$ cat config.mk
export PLATFORM = sky130hd
export DESIGN_NAME = uwr_rx
export DESIGN_NICKNAME = d
export VERILOG_FILES = /design/src/rtl/uwr_pkg.sv /design/src/rtl/uwr_sync.sv /design/src/rtl/uwr_deframer.sv /design/src/rtl/uwr_classify.sv /design/src/rtl/uwr_hold.sv /design/src/rtl/uwr_rx.sv
export SDC_FILE = /design/constraint.sdc
export NUM_CORES = 1
export LEC_CHECK = 0
export BUFFER_PORTS_ARGS = -buffer_cell sky130_fd_sc_hd__buf_4
export CAP_MARGIN = 40
export CORE_UTILIZATION = 35
export CTS_CLUSTER_SIZE = 12
export DETAILED_ROUTE_END_ITERATION = 10
export PLACE_DENSITY_LB_ADDON = 0.08
export SETUP_SLACK_MARGIN = 0.15
export SLEW_MARGIN = 30
export SYNTH_ARGS = -nofsm -noshare
export SYNTH_HDL_FRONTEND = slang
export SYNTH_SLANG_ARGS = --single-unit
$ cat constraint.sdc
create_clock -name clk -period 6.9 [get_ports clk]
set_clock_uncertainty 0.15 [all_clocks]
set_input_delay 1.38 -clock clk [delete_from_list [all_inputs] [get_ports clk]]
set_output_delay 1.38 -clock clk [all_outputs]
set_load 0.02 [all_outputs]
$ cat src/rtl/uwr_pkg.sv
`timescale 1ns/1ps
package uwr_pkg;

  localparam int CHAR_W = 8;

  typedef enum logic [2:0] {
    PH_IDLE, PH_START, PH_DATA, PH_WAKE, PH_PAR, PH_STOP, PH_HOLD
  } rx_phase_e;

  // Captured frame, handed from the deframer to the classifier.
  typedef struct packed {
    logic [CHAR_W-1:0] data;  // right-aligned character
    logic              wbit;  // wake-up bit (0 when absent)
    logic              pbit;  // parity bit (0 when absent)
    logic              sbit;  // stop bit
    logic [1:0]        len;   // length code in force for the frame
    logic [1:0]        par;   // parity code in force for the frame
    logic              wake;  // wake-up framing in force for the frame
  } frame_t;

  // Index of the last data bit for a length code (5..8 bits).
  function automatic logic [2:0] last_idx(input logic [1:0] code);
    return 3'd4 + {1'b0, code};
  endfunction

  // Mask keeping the valid character bits for a length code.
  function automatic logic [CHAR_W-1:0] len_mask(input logic [1:0] code);
    return {CHAR_W{1'b1}} >> (2'd3 - code);
  endfunction

  // Bits shift in at the top; move the character down to bit 0.
  function automatic logic [CHAR_W-1:0] align(input logic [CHAR_W-1:0] sh,
                                               input logic [1:0] code);
    return sh >> (2'd3 - code);
  endfunction

  function automatic logic par_on(input logic [1:0] code);
    return code == 2'b01 || code == 2'b10;
  endfunction

  // Parity bit a correct sender puts on the line.
  function automatic logic par_expect(input logic [CHAR_W-1:0] d,
                                      input logic [1:0] code);
    return (^d) ^ (code == 2'b10);
  endfunction

endpackage

$ cat src/rtl/uwr_sync.sv
`timescale 1ns/1ps
module uwr_sync #(
  parameter int STAGES = 2
) (
  input  logic clk,
  input  logic rst_n,
  input  logic din,
  output logic dout
);
  logic [STAGES-1:0] chain;

  always_ff @(posedge clk or negedge rst_n) begin
    if (!rst_n) begin
      chain <= '1;
    end else begin
      chain[0] <= din;
      for (int i = 1; i < STAGES; i++) chain[i] <= chain[i-1];
    end
  end

  assign dout = chain[STAGES-1];
endmodule

$ cat src/rtl/uwr_deframer.sv
`timescale 1ns/1ps
module uwr_deframer import uwr_pkg::*; #(
  parameter int OSR = 16
) (
  input  logic       clk,
  input  logic       rst_n,
  input  logic       tick,
  input  logic       rx_s,
  input  logic [1:0] cfg_len,
  input  logic [1:0] cfg_par,
  input  logic       cfg_wake,
  output frame_t     frm,
  output logic       frm_stb,
  output logic       samp_stb,
  output logic       start_reject,
  output logic       busy
);
  localparam int CW = $clog2(OSR);
  localparam logic [CW-1:0] MID = CW'(OSR/2 - 1);
  localparam logic [CW-1:0] FIN = CW'(OSR - 1);

  rx_phase_e          ph;
  logic [CW-1:0]      cnt;
  logic [2:0]         idx;
  logic [CHAR_W-1:0]  sh;
  logic               wbit, pbit, sbit;
  logic [1:0]         l_len, l_par;
  logic               l_wake;
  logic               at_mid, at_fin, in_bit;

  assign in_bit       = ph == PH_DATA || ph == PH_WAKE || ph == PH_PAR || ph == PH_STOP;
  assign at_mid       = tick && ph == PH_START && cnt == MID;
  assign at_fin       = tick && in_bit && cnt == FIN;
  assign samp_stb     = at_mid || at_fin;
  assign start_reject = at_mid && rx_s;
  assign busy         = ph != PH_IDLE;

  always_ff @(posedge clk or negedge rst_n) begin
    if (!rst_n) begin
      ph      <= PH_IDLE;
      cnt     <= '0;
      idx     <= '0;
      sh      <= '0;
      wbit    <= 1'b0;
      pbit    <= 1'b0;
      sbit    <= 1'b1;
      l_len   <= 2'b11;
      l_par   <= 2'b00;
      l_wake  <= 1'b0;
      frm_stb <= 1'b0;
    end else begin
      frm_stb <= 1'b0;
      if (tick) begin
        case (ph)
          PH_IDLE: begin
            cnt <= '0;
            if (!rx_s) begin
              ph     <= PH_START;
              l_len  <= cfg_len;
              l_par  <= cfg_par;
              l_wake <= cfg_wake;
              wbit   <= 1'b0;
              pbit   <= 1'b0;
            end
          end
          PH_START: begin
            if (cnt == MID) begin
              cnt <= '0;
              idx <= '0;
              ph  <= rx_s ? PH_IDLE : PH_DATA;
            end else begin
              cnt <= cnt + 1'b1;
            end
          end
          PH_DATA: begin
            if (cnt == FIN) begin
              cnt <= '0;
              sh  <= {rx_s, sh[CHAR_W-1:1]};
              if (idx == last_idx(l_len)) begin
                if (l_wake)             ph <= PH_WAKE;
                else if (par_on(l_par)) ph <= PH_PAR;
                else                    ph <= PH_STOP;
              end else begin
                idx <= idx + 1'b1;
              end
            end else begin
              cnt <= cnt + 1'b1;
            end
          end
          PH_WAKE: begin
            if (cnt == FIN) begin
              cnt  <= '0;
              wbit <= rx_s;
              ph   <= par_on(l_par) ? PH_PAR : PH_STOP;
            end else begin
              cnt <= cnt + 1'b1;
            end
          end
          PH_PAR: begin
            if (cnt == FIN) begin
              cnt  <= '0;
              pbit <= rx_s;
              ph   <= PH_STOP;
            end else begin
              cnt <= cnt + 1'b1;
            end
          end
          PH_STOP: begin
            if (cnt == FIN) begin
              cnt     <= '0;
              sbit    <= rx_s;
              frm_stb <= 1'b1;
              ph      <= rx_s ? PH_IDLE : PH_HOLD;
            end else begin
              cnt <= cnt + 1'b1;
            end
          end
          PH_HOLD: begin
            cnt <= '0;
            if (rx_s) ph <= PH_IDLE;
          end
          default: ph <= PH_IDLE;
        endcase
      end
    end
  end

  always_comb begin
    frm.data = align(sh, l_len);
    frm.wbit = wbit;
    frm.pbit = pbit;
    frm.sbit = sbit;
    frm.len  = l_len;
    frm.par  = l_par;
    frm.wake = l_wake;
  end
endmodule

$ cat src/rtl/uwr_classify.sv
`timescale 1ns/1ps
module uwr_classify import uwr_pkg::*; (
  input  frame_t            frm,
  input  logic [CHAR_W-1:0] cfg_addr,
  input  logic              cfg_srch_en,
  input  logic [CHAR_W-1:0] cfg_srch_chr,
  input  logic              awake,
  output logic              brk,
  output logic              ferr,
  output logic              perr,
  output logic              is_addr,
  output logic              addr_eq,
  output logic              deliver,
  output logic              chr_eq
);
  logic [CHAR_W-1:0] mask;
  logic              pon;

  always_comb begin
    mask    = len_mask(frm.len);
    pon     = par_on(frm.par);
    brk     = frm.data == '0 && !(frm.wake && frm.wbit) &&
              !(pon && frm.pbit) && !frm.sbit;
    ferr    = !frm.sbit && !brk;
    perr    = pon && !brk && (frm.pbit != par_expect(frm.data, frm.par));
    is_addr = frm.wake && frm.wbit && !brk;
    addr_eq = is_addr && frm.data == (cfg_addr & mask);
    deliver = !brk && !(frm.wake && frm.wbit) && (!frm.wake || awake);
    chr_eq  = deliver && cfg_srch_en && frm.data == (cfg_srch_chr & mask);
  end
endmodule

$ cat src/rtl/uwr_hold.sv
`timescale 1ns/1ps
module uwr_hold import uwr_pkg::*; (
  input  logic              clk,
  input  logic              rst_n,
  input  logic              frm_stb,
  input  logic              rd_ack,
  input  logic              cfg_wake,
  input  logic [CHAR_W-1:0] data_in,
  input  logic              brk,
  input  logic              ferr,
  input  logic              perr,
  input  logic              is_addr,
  input  logic              addr_eq,
  input  logic              deliver,
  input  logic              chr_eq,
  output logic              awake,
  output logic [CHAR_W-1:0] rx_data,
  output logic              rx_valid,
  output logic              rx_done,
  output logic              err_frame,
  output logic              err_parity,
  output logic              err_overrun,
  output logic              brk_det,
  output logic              addr_hit,
  output logic              chr_hit
);
  always_ff @(posedge clk or negedge rst_n) begin
    if (!rst_n) begin
      awake       <= 1'b0;
      rx_data     <= '0;
      rx_valid    <= 1'b0;
      rx_done     <= 1'b0;
      err_frame   <= 1'b0;
      err_parity  <= 1'b0;
      err_overrun <= 1'b0;
      brk_det     <= 1'b0;
      addr_hit    <= 1'b0;
      chr_hit     <= 1'b0;
    end else begin
      rx_done     <= 1'b0;
      err_frame   <= 1'b0;
      err_parity  <= 1'b0;
      err_overrun <= 1'b0;
      brk_det     <= 1'b0;
      addr_hit    <= 1'b0;
      chr_hit     <= 1'b0;
      if (!cfg_wake) awake <= 1'b0;
      if (rd_ack)    rx_valid <= 1'b0;
      if (frm_stb) begin
        rx_done    <= 1'b1;
        brk_det    <= brk;
        err_frame  <= ferr;
        err_parity <= perr;
        addr_hit   <= addr_eq;
        if (is_addr) awake <= addr_eq;
        if (deliver) begin
          if (rx_valid && !rd_ack) begin
            err_overrun <= 1'b1;
          end else begin
            rx_data  <= data_in;
            rx_valid <= 1'b1;
            chr_hit  <= chr_eq;
          end
        end
      end
    end
  end
endmodule

$ cat src/rtl/uwr_rx.sv
`timescale 1ns/1ps
module uwr_rx import uwr_pkg::*; #(
  parameter int OSR         = 16,
  parameter int SYNC_STAGES = 2
) (
  input  logic              clk,
  input  logic              rst_n,
  input  logic              tick16,
  input  logic              rxd,
  input  logic [1:0]        cfg_len,
  input  logic [1:0]        cfg_par,
  input  logic              cfg_wake,
  input  logic [CHAR_W-1:0] cfg_addr,
  input  logic              cfg_srch_en,
  input  logic [CHAR_W-1:0] cfg_srch_chr,
  input  logic              rd_ack,
  output logic [CHAR_W-1:0] rx_data,
  output logic              rx_valid,
  output logic              rx_done,
  output logic              err_frame,
  output logic              err_parity,
  output logic              err_overrun,
  output logic              brk_det,
  output logic              addr_hit,
  output logic              chr_hit
);
  logic   rx_s;
  frame_t frm;
  logic   frm_stb, samp_stb, start_reject, busy;
  logic   c_brk, c_ferr, c_perr, c_is_addr, c_addr_eq, c_deliver, c_chr_eq;
  logic   awake;
  logic   dlv_stb;

  uwr_sync #(.STAGES(SYNC_STAGES)) u_sync (
    .clk(clk), .rst_n(rst_n), .din(rxd), .dout(rx_s)
  );

  uwr_deframer #(.OSR(OSR)) u_deframer (
    .clk(clk), .rst_n(rst_n), .tick(tick16), .rx_s(rx_s),
    .cfg_len(cfg_len), .cfg_par(cfg_par), .cfg_wake(cfg_wake),
    .frm(frm), .frm_stb(frm_stb), .samp_stb(samp_stb),
    .start_reject(start_reject), .busy(busy)
  );

  uwr_classify u_classify (
    .frm(frm), .cfg_addr(cfg_addr), .cfg_srch_en(cfg_srch_en),
    .cfg_srch_chr(cfg_srch_chr), .awake(awake),
    .brk(c_brk), .ferr(c_ferr), .perr(c_perr), .is_addr(c_is_addr),
    .addr_eq(c_addr_eq), .deliver(c_deliver), .chr_eq(c_chr_eq)
  );

  assign dlv_stb = frm_stb && c_deliver;

  uwr_hold u_hold (
    .clk(clk), .rst_n(rst_n), .frm_stb(frm_stb), .rd_ack(rd_ack),
    .cfg_wake(cfg_wake), .data_in(frm.data),
    .brk(c_brk), .ferr(c_ferr), .perr(c_perr), .is_addr(c_is_addr),
    .addr_eq(c_addr_eq), .deliver(c_deliver), .chr_eq(c_chr_eq),
    .awake(awake), .rx_data(rx_data), .rx_valid(rx_valid),
    .rx_done(rx_done), .err_frame(err_frame), .err_parity(err_parity),
    .err_overrun(err_overrun), .brk_det(brk_det), .addr_hit(addr_hit),
    .chr_hit(chr_hit)
  );
endmodule

==> metrics <==
Highest Clock Rate=313 MHz; Die Span Y=90.0 µm; Syn Inst Count=262; Post-Syn Nets=296; clk root buf=clkbuf_8; final setup violating endpoints=0; critical path's largest stage delay=~0.8 ns; Worst EP arrival=approximately 3.2 ns; PortBufs=42; Peak VDD IR=103 µV; Synth Cell Area=2710 µm²; 1st-iter DRT viols=129; critical-path maximum fanout=17; relative slew slack=0.604; Overflow after GRT=0; kind of critical path=register to register; max cap viols=0; flops & latches, synth=46; Met3 Wirelength=206 µm; non-filler instance count after layout=398; fraction of registers with async set/reset=1.00; width of the chip=between 80 and 90 µm; setup TNS=0 ns; area of placed instances=3070 µm²; area leader, netlist=dfrtp_1; post-DR vias/cell=4.87; I/O Pins=43; crit path launch type=register; delay-heaviest family, CP=multiplexers; Rows=31; top sig layer=met4; Post-CTS Setup Inserts=0; post-CTS sizing=0; CP max stage cell=dfstp_2; initial core utilization=0.367; Buf/Inv on CP=1; die area=~8100 µm²; register area share after synthesis=0.427; EDFF count, synth=0; Final Instance Area=approximately 3200 µm²; total track usage=0.150; Placed Cells=390; vias in the first global route=1,877; worst-margin pin slew=between 0.5 and 0.6 ns; worst-case clock buffer depth=2; min cycle time layout=3.20 ns; RD Place Congestion=slightly below 0.8; antenna-violating nets left=0; worst hold path type=register to register; routed wl met2=2.58 mm; TritonCTS clock tree=built; via count=1,938; Filler Cell Count=724; M1 WL=2.81 mm; post-route DRC violation count=0; H-tree depth=2; Area contributors post-synth=dfrtp_1 38%, xnor2_1 6.8%, mux2_2 6.7%; clock latency on the worst-skew pair=about 0.30 ns; period utilisation layout=0.464; nets=332; CP required=6.94 ns; Synth Flop Type=dfrtp_1; CP cell instances=mux2_1, mux2i_2, ha_1, nand4_1, nor4_2, nand3b_1, nor2b_1, buf_4, mux2_1; first-pass GRT wire length=9.69 mm; status=complete, no violations; initial antenna violation count=0; HPWL Detailed=4.19 mm; power per cell area=between 200 and 300 nW/µm²; clock slew at reported path FFs=about 0.09 ns; core area=7370 µm²; RSZ-0062 raised after global routing=no; post-synth cell types=54; Slew Viols, Final=0; Hold-fix buffers, CTS=0; number of CTS-inserted buffers=5; total wire length=between 5 and 6 mm; Mapped Avg Cell Area=around 10 µm²; Worst setup EP type=register; Area Overhead vs Synth=17.5%; WL per Instance=14.2 µm; CTS sink cnt=46; largest net degree at the start of global routing=47; Leak Pwr=1.41 nW; Detailed Routing Iterations Pass 1=4; fraction of layout cells with a size suffix above 1=0.271; Worst path most repeated cell=mux2_1; Hold Fails Final Rpt=0; synthesis warning total=0; Antenna diodes=0; share of the synthesized area in the top cell type=0.379
state kept, by name (all words and copies together) (netlist names), 2 cells and up:
name              flops
u_deframer.cnt        4
u_deframer.idx        3
u_deframer.l_len      2
u_deframer.l_par      2
u_deframer.ph         3
u_deframer.sh         8
u_hold.rx_data        8
u_sync.chain          2
final timing paths:
kind	start	to	slack, ns	cells past startpoint
worst max-delay path	u_deframer.l_len[0]$_DFFE_PN1P_	u_hold.rx_data[1]$_DFFE_PN0P_	3.70	9
worst max register to register	u_deframer.l_len[0]$_DFFE_PN1P_	u_hold.rx_data[1]$_DFFE_PN0P_	3.70	9
max in group asynchronous	rst_n	u_deframer.l_len[0]$_DFFE_PN1P_	5.28	1
min in group asynchronous	rst_n	u_hold.rx_data[4]$_DFFE_PN0P_	0.92	1
worst min-delay path	u_sync.chain[0]$_DFF_PN1_	u_sync.chain[1]$_DFF_PN1_	0.21	0
worst min register to register	u_sync.chain[0]$_DFF_PN1_	u_sync.chain[1]$_DFF_PN1_	0.21	0
routing by layer:
metal	GRT usage	up-vias
met5	0	-
met4	0.0403	0
met3	0.0330	4
met2	0.231	39
met1	0.213	913
li1	-	982
worst reg2reg max path, stage by stage (launching register included):
cell and delay, ns:
dfstp_2 0.80, mux2_1 0.39, mux2i_2 0.29, ha_1 0.20
nand4_1 0.14, nor4_2 0.32, nand3b_1 0.19, nor2b_1 0.10
buf_4 0.18, mux2_1 0.31
kinds of logic (layout without fill, tap and decap cells):
group,count (synthesis),count (layout),synth area share
XOR/XNOR,30,30,0.0970
multiplexers,35,35,0.147
flip-flops,46,46,0.427
AO/OA/AOI/OAI,45,45,0.105
adder cells (fa/ha/maj),7,7,0.0323
buffers and inverters,30,67,0.0541
AND/OR/NAND/NOR,69,69,0.137
cell type report:
cell class / instances / area (µm²) / share of cell area
multi-input combinational: 186 / 1400 / 0.441
clock inverter: 3 / 45.0 / 0.0142
inverter: 16 / 60.1 / 0.0189
clock buffer: 5 / 68.8 / 0.0216
tap: 99 / 124 / 0.0389
timing repair buffer: 43 / 323 / 0.101
sequential: 46 / 1160 / 0.364
placed cells by master, fill, tap and decap left out, types with 2 or more instances in the layout:
cell type and count:
a21o_1 4, a21oi_1 9, and2_1 2, buf_4 43, clkbuf_8 5, clkinvlp_4 2, dfrtp_1 41, dfstp_2 5
ha_1 7, inv_1 16, mux2_1 2, mux2_2 16, mux2i_1 13, mux2i_2 2, nand2_1 20, nand2b_1 3
nand3_1 8, nor2_1 9, nor2b_1 3, nor3_1 5, nor3b_1 3, nor4_1 2, o21ai_0 13, o21ai_1 3
o22ai_1 3, o31ai_1 2, or3_1 3, xnor2_1 21, xor2_1 9
Yosys cell counts (all sizes together) (2+ instances only):
cell type and n:
o22ai 3, inv 16, nor4 3, and2 2, ha 7, nand2b 3, nor2b 3, buf 10
nand3 8, nor3 5, nor3b 4, a21oi 9, dfrtp 41, xor2 9, xnor2 21, a21o 4
nand2 21, dfstp 5, clkbuf 4, mux2i 16, mux2 19, o21ai 16, or3 3, nor2 9
o31ai 2
power by group:
group	switching, mW	leakage (nW)	internal [mW]
clock	0.0962	0.0504	0.108
sequential	0.103	0.570	0.326
combinational	0.141	0.793	0.154
total	0.340	1.41	0.588
through the flow:
step	setup slack, ns	utilization	hold WS (ns)	power, mW
finish	3.70	0.432	0.215	0.928
global route	3.48	0.432	0.225	1.01
CTS	3.66	0.432	0.219	0.943
detailed placement	3.67	0.416	0.197	0.732
global placement	3.58	0.415	0.196	0.731
floorplan	4.13	-	0.195	0.667
Power figures use the tool's default switching activity.
